<file path="config.mk">
export PLATFORM = sky130hd
export DESIGN_NAME = rfsh_sched
export DESIGN_NICKNAME = d
export VERILOG_FILES = /design/src/rtl/rfsh_pkg.sv /design/src/rtl/rfsh_dpath.sv /design/src/rtl/rfsh_ctrl.sv /design/src/rtl/rfsh_sched.sv
export SDC_FILE = /design/constraint.sdc
export NUM_CORES = 1
export LEC_CHECK = 0
export ABC_AREA = 1
export BUFFER_PORTS_ARGS = -buffer_cell sky130_fd_sc_hd__buf_4
export CORE_MARGIN = 1
export CORE_UTILIZATION = 55
export DETAILED_ROUTE_END_ITERATION = 6
export GPL_TIMING_DRIVEN = 1
export HOLD_SLACK_MARGIN = 0.15
export PLACE_DENSITY = 0.85
export SETUP_SLACK_MARGIN = 0.5
export SKIP_LAST_GASP = 1
export SYNTH_ARGS = -nofsm -noshare
export SYNTH_HDL_FRONTEND = slang
export SYNTH_SLANG_ARGS = --single-unit
</file>
<file path="constraint.sdc">
create_clock -name clk -period 3.9 [get_ports clk]
set_input_delay 0.78 -clock clk [delete_from_list [all_inputs] [get_ports clk]]
set_output_delay 0.78 -clock clk [all_outputs]
set_load 0.01 [all_outputs]
</file>
<file path="src/rtl/rfsh_pkg.sv">
package rfsh_pkg;

  typedef enum logic [1:0] {
    ST_IDLE = 2'd0,
    ST_RUN  = 2'd1,
    ST_HOLD = 2'd2
  } rfshState_e;

  // strobes from the control FSM to the datapath
  typedef struct packed {
    logic startLd;   // load timer at test start
    logic clearAll;  // test ended: wipe counters
    logic countEn;   // timer decrements
    logic takeOne;   // a refresh was granted
    logic holdTick;  // recovery counter decrements
  } rfshStrobe_t;

endpackage

</file>
<file path="src/rtl/rfsh_dpath.sv">
module rfsh_dpath
  import rfsh_pkg::*;
#(
  parameter int IVL_W    = 15,
  parameter int DEF_IVL  = 3120,
  parameter int HOLD_W   = 8,
  parameter int PEND_MAX = 8,
  localparam int PEND_W  = $clog2(PEND_MAX + 1)
) (
  input  logic              clk,
  input  logic              rstN,
  input  logic              ivlWrEn,
  input  logic [IVL_W-1:0]  ivlWrData,
  input  logic [HOLD_W-1:0] holdCfg,
  input  rfshStrobe_t       stb,
  output logic              holdDone,
  output logic [PEND_W-1:0] pendCount,
  output logic              pendOvf
);

  localparam logic [IVL_W-1:0]  IVL_ONE  = IVL_W'(1);
  localparam logic [PEND_W-1:0] PEND_TOP = PEND_W'(PEND_MAX);

  logic [IVL_W-1:0]  ivlReg;
  logic [IVL_W-1:0]  effIvl;
  logic [IVL_W-1:0]  intCnt;
  logic [HOLD_W-1:0] holdCnt;
  logic              expire;

  assign effIvl   = (ivlReg == '0) ? IVL_ONE : ivlReg;
  assign expire   = stb.countEn && (intCnt <= IVL_ONE);
  assign holdDone = (holdCnt == '0);

  always_ff @(posedge clk) begin
    if (!rstN)        ivlReg <= IVL_W'(DEF_IVL);
    else if (ivlWrEn) ivlReg <= ivlWrData;
  end

  always_ff @(posedge clk) begin
    if (!rstN || stb.clearAll) intCnt <= '0;
    else if (stb.startLd)      intCnt <= effIvl;
    else if (expire)           intCnt <= effIvl;
    else if (stb.countEn)      intCnt <= intCnt - IVL_ONE;
  end

  always_ff @(posedge clk) begin
    if (!rstN || stb.clearAll) begin
      pendCount <= '0;
      pendOvf   <= 1'b0;
    end else begin
      unique case ({expire, stb.takeOne})
        2'b10: begin
          if (pendCount == PEND_TOP) pendOvf <= 1'b1;
          else                       pendCount <= pendCount + 1'b1;
        end
        2'b01:   pendCount <= pendCount - 1'b1;
        default: ;
      endcase
    end
  end

  always_ff @(posedge clk) begin
    if (!rstN)                         holdCnt <= '0;
    else if (stb.takeOne)              holdCnt <= holdCfg;
    else if (stb.holdTick && !holdDone) holdCnt <= holdCnt - 1'b1;
  end

  a_r7_pend_bound: assert property (@(posedge clk) disable iff (!rstN)
    pendCount <= PEND_TOP);

  a_r7_ovf_only_when_full: assert property (@(posedge clk) disable iff (!rstN)
    $rose(pendOvf) |-> $past(pendCount) == PEND_TOP);

  a_r5_take_needs_pending: assert property (@(posedge clk) disable iff (!rstN)
    stb.takeOne |-> pendCount != '0);

endmodule

</file>
<file path="src/rtl/rfsh_ctrl.sv">
module rfsh_ctrl
  import rfsh_pkg::*;
(
  input  logic        clk,
  input  logic        rstN,
  input  logic        testActive,
  input  logic        refGrant,
  input  logic        pendNz,
  input  logic        holdDone,
  output rfshStrobe_t stb,
  output logic        refReq,
  output logic        refCmd,
  output logic        refBusy
);

  rfshState_e state, stateNxt;
  logic       take;

  assign refReq  = (state == ST_RUN) && pendNz;
  assign refBusy = (state == ST_HOLD);
  assign take    = refReq && refGrant && testActive;

  always_comb begin
    stb.startLd  = (state == ST_IDLE) && testActive;
    stb.clearAll = !testActive;
    stb.countEn  = testActive && (state != ST_IDLE);
    stb.takeOne  = take;
    stb.holdTick = testActive && (state == ST_HOLD);
  end

  always_comb begin
    stateNxt = state;
    if (!testActive) stateNxt = ST_IDLE;
    else begin
      unique case (state)
        ST_IDLE: stateNxt = ST_RUN;
        ST_RUN:  if (take)     stateNxt = ST_HOLD;
        ST_HOLD: if (holdDone) stateNxt = ST_RUN;
        default: stateNxt = ST_IDLE;
      endcase
    end
  end

  always_ff @(posedge clk) begin
    if (!rstN) begin
      state  <= ST_IDLE;
      refCmd <= 1'b0;
    end else begin
      state  <= stateNxt;
      refCmd <= take;
    end
  end

  a_r5_cmd_single: assert property (@(posedge clk) disable iff (!rstN)
    refCmd |=> !refCmd);

  a_r5_cmd_after_grant: assert property (@(posedge clk) disable iff (!rstN)
    refCmd |-> $past(refReq && refGrant));

  a_r6_busy_with_cmd: assert property (@(posedge clk) disable iff (!rstN)
    refCmd |-> refBusy);

  a_r6_no_req_when_busy: assert property (@(posedge clk) disable iff (!rstN)
    refBusy |-> !refReq);

  a_r8_abort_next_clock: assert property (@(posedge clk) disable iff (!rstN)
    !testActive |=> (!refReq && !refBusy && !refCmd));

endmodule

</file>
<file path="src/rtl/rfsh_sched.sv">
module rfsh_sched
  import rfsh_pkg::*;
#(
  parameter int IVL_W    = 15,
  parameter int DEF_IVL  = 3120,
  parameter int HOLD_W   = 8,
  parameter int PEND_MAX = 8,
  localparam int PEND_W  = $clog2(PEND_MAX + 1)
) (
  input  logic              clk,
  input  logic              rstN,
  input  logic              testActive,
  input  logic              ivlWrEn,
  input  logic [IVL_W-1:0]  ivlWrData,
  input  logic [HOLD_W-1:0] holdCfg,
  input  logic              refGrant,
  output logic              refReq,
  output logic              refCmd,
  output logic              refBusy,
  output logic [PEND_W-1:0] pendCount,
  output logic              pendOvf
);

  rfshStrobe_t stb;
  logic        holdDone;

  rfsh_ctrl u_ctrl (
    .clk        (clk),
    .rstN       (rstN),
    .testActive (testActive),
    .refGrant   (refGrant),
    .pendNz     (pendCount != '0),
    .holdDone   (holdDone),
    .stb        (stb),
    .refReq     (refReq),
    .refCmd     (refCmd),
    .refBusy    (refBusy)
  );

  rfsh_dpath #(
    .IVL_W    (IVL_W),
    .DEF_IVL  (DEF_IVL),
    .HOLD_W   (HOLD_W),
    .PEND_MAX (PEND_MAX)
  ) u_dpath (
    .clk       (clk),
    .rstN      (rstN),
    .ivlWrEn   (ivlWrEn),
    .ivlWrData (ivlWrData),
    .holdCfg   (holdCfg),
    .stb       (stb),
    .holdDone  (holdDone),
    .pendCount (pendCount),
    .pendOvf   (pendOvf)
  );

endmodule

</file>
==> run_results.csv <==
group,metric,value,unit
timing,min_period_over_period,0.660,
clocking,cts-root-buf,"clkbuf_8",
drt,wl,5240,um
timing,hold_ws,0.455,ns
floorplanning,num_rows,24,
layout,syn2layout_area_growth,14.4,%
worst_setup_path,crit_required,4.15,ns
layout,multi_input_area,1360,um2
min_path,hold_class,"flop to flop",
timing,hold_viol,0,
timing,drv_slew,0,
drt,drc,0,
yosys,netlist_area,2480,um2
run,cap_violations,0,
floorplanning,coreArea,4350,um2
clocking,insertion_delay,0.31,ns
yosys,yosys.area.top_type,"dfxtp_1",
drt,first_pass_iters,4,
clocking,cts_resized,0,
layout,drive_above_1_share,0.199,
floorplanning,die_area,4780,um2
yosys,synthArstFlopShare,0,
worst_setup_path,cp-start-kind,"flop",
worst_setup_path,cp.arrival,2.82,ns
worst_setup_path,r2r_slack,1.32,ns
clocking,post_cts_buffers,0,
yosys,synth_flop_cell,"dfxtp_1",
global_routing,antenna_found_initial,0,
yosys,yosys-top-cells-count,"nand2_1, nor2_1, dfxtp_1",
yosys,yosys_warnings,0,
drt,routedWlPerCell,12.3,um
run_status,status,"finished, final reports clean",
global_routing,overflow,0,
drt,vias_per_cell,5.33,
drt,first_iter_violations,158,
global_routing,grt_pass1_wl,9230,um
timing,min_period,2.58,ns
clocking,htree_levels,2,
floorplanning,initial_core_util,0.570,
worst_setup_path,r2r_start,"u_ctrl.state[0]",
yosys,yosys-top-cells-area,"dfxtp_1, nand2_1, nor2_1",
yosys,synth_seq_cells,46,
worst_setup_path,r2r_cells,10,
layout,final_nets,408,
yosys,syn-num-nets,376,
worst_setup_path,path_class,"flop to flop",
worst_setup_path,path_max_fanout,15,
worst_setup_path,max_stage_delay,0.61,ns
pwr,power.density,350,nW/um2
global_routing,grt_start_max_net_pins,22,
yosys,synth_cell_types,37,
timing,slew_headroom,0.534,
yosys,synth_top_area_frac,0.371,
min_path,hold_depth,2,
clocking,clkTransAtPathRegs,0.09,ns
pwr,p_total,993,uW
worst_setup_path,crit_chain,"inv_1 -> nor2_1 -> nand2_1 -> nor2_4 -> inv_1 -> a21oi_1 -> inv_1 -> nor2_1 -> o21ai_0 -> a21oi_1",
layout,n_antenna_cell,0,
yosys,synth.most_common_cell,"nand2_1",
floorplanning,fp.dieH,69.2,um
yosys,syn_area_per_cell,7.23,um2
floorplanning,io_pins,36,
global_routing,grt_pass1_vias,2182,
timing,final-setup-viol-count,0,
global_routing,grtUsageTotal,0.233,
worst_setup_path,crit_family,"compound AO/OA/AOI/OAI gates",
worst_setup_path,regToRegEndpoint,"u_dpath.holdCnt[7]",
yosys,synth-edff-count,0,
layout,nFillCells,382,
clocking,cts_sinks,46,
worst_setup_path,cpMaxStageDelayCell,"a21oi_1",
timing,max_freq,388,MHz
pwr,worst_ir_drop_vdd,0.000253,V
timing,tns,0,ns
pwr,leakage,1.31,nW
timing,fin_worst_skew,0.0111,ns
layout,seq_area,921,um2
placed_design,dp_slack,1.11,ns
worst_setup_path,cpMostUsedCell,"inv_1",
placed_design,place_hpwl,3850,um
layout,finalInstanceArea,2840,um2
min_path,min_to,"u_dpath.pendOvf",
yosys,synthCells,343,
worst_setup_path,crit_buf_inv,3,
clocking,clk_path_buf_depth,2,
clocking,numCtsBuffers,5,
clocking,cts_tree,"built",
timing,fin_ws,1.32,ns
drt,dr_total_vias,2280,
placed_design,place_congestion,0.824,
yosys,ys_seq_area_frac,0.371,
drt,ant_nets,0,
timing,worst_pin_slew,0.698,ns
worst_setup_path,worstSetupEndpointType,"flop",
min_path,hp-start,"u_dpath.pendOvf",
placed_design,portBuffers,35,
timing,rsz0062_at_grt,"false",
placed_design,place_area,2740,um2
clocking,hold_buffers,0,
floorplanning,die_w,69.2,um
==> kinds of logic (layout without fill, tap and decap cells) <==
family / count (synthesis) / count (layout) / share of synthesized area
buffers and inverters: 45 / 78 / 0.0797
AOI/OAI and AO/OA: 73 / 73 / 0.170
xor gates and xnor gates: 14 / 14 / 0.0494
and+or+nand+nor: 160 / 160 / 0.305
DFF: 46 / 46 / 0.371
adders and majority gates: 5 / 5 / 0.0252
==> layer usage <==
metal	part of all wire	GRT usage	up-vias
li1	-	-	1188
met1	0.48	0.299	1023
met4	0.018	0.0794	0
met2	0.46	0.394	59
met5	0	0	-
met3	0.043	0.0409	10
==> sequential cells by signal, summed over array words and instances (netlist names) <==
register           cells
u_dpath.pendOvf        1
u_dpath.holdCnt        8
u_dpath.pendCount      4
u_dpath.ivlReg        15
u_ctrl.state           2
u_ctrl.refCmd          1
u_dpath.intCnt        15
==> cell type report <==
type                            instances  share of cell area
Tap cell                               52              0.0229
Multi-Input combinational cell        252               0.480
Sequential cell                        46               0.325
Clock buffer                            6              0.0291
Clock inverter                          2             0.00441
Inverter                               35              0.0467
Timing Repair Buffer                   35              0.0926
==> power breakdown <==
part	internal, mW	total (mW)	leakage [nW]	switching (mW)
logic	0.0749	0.179	0.887	0.104
registers	0.490	0.508	0.376	0.0180
clock network	0.143	0.306	0.0472	0.163
==> cells in the final DEF, fill, tap and decap left out, drive strengths merged, types with 4 or more instances in the layout <==
| cell | count |
|---|---|
| nor3 | 6 |
| a31oi | 4 |
| ha | 5 |
| xnor2 | 6 |
| xor2 | 8 |
| buf | 35 |
| o21ai | 32 |
| inv | 34 |
| nor2 | 60 |
| clkbuf | 6 |
| a21oi | 27 |
| dfxtp | 46 |
| nand2 | 63 |
| nand3 | 24 |
==> worst max path at each step <==
stage / from / slack (ns) / depth (start not counted) / end
finish: u_ctrl.state[0] / 1.32 / 10 / u_dpath.holdCnt[7]
global route: u_dpath.pendCount[0] / 0.89 / 10 / u_dpath.holdCnt[7]
CTS: u_ctrl.state[0] / 1.36 / 10 / u_dpath.holdCnt[7]
detailed placement: testActive / 1.11 / 9 / u_dpath.holdCnt[7]
global placement: testActive / 1.23 / 9 / u_dpath.holdCnt[7]
floorplan: testActive / 1.82 / 12 / u_dpath.pendCount[2]
==> metrics by stage <==
stage | util | instances
floorplan | - | 343
global placement | 0.630 | 420
detailed placement | 0.630 | 420
CTS | 0.652 | 428
global route | 0.652 | 428
finish | 0.652 | 428
==> tightest hold or removal path, stage by stage, from the launching register on <==
cell	delay, ns
dfxtp_1	0.32
inv_1	0.05
a21oi_1	0.05
Power figures use the tool's default switching activity.
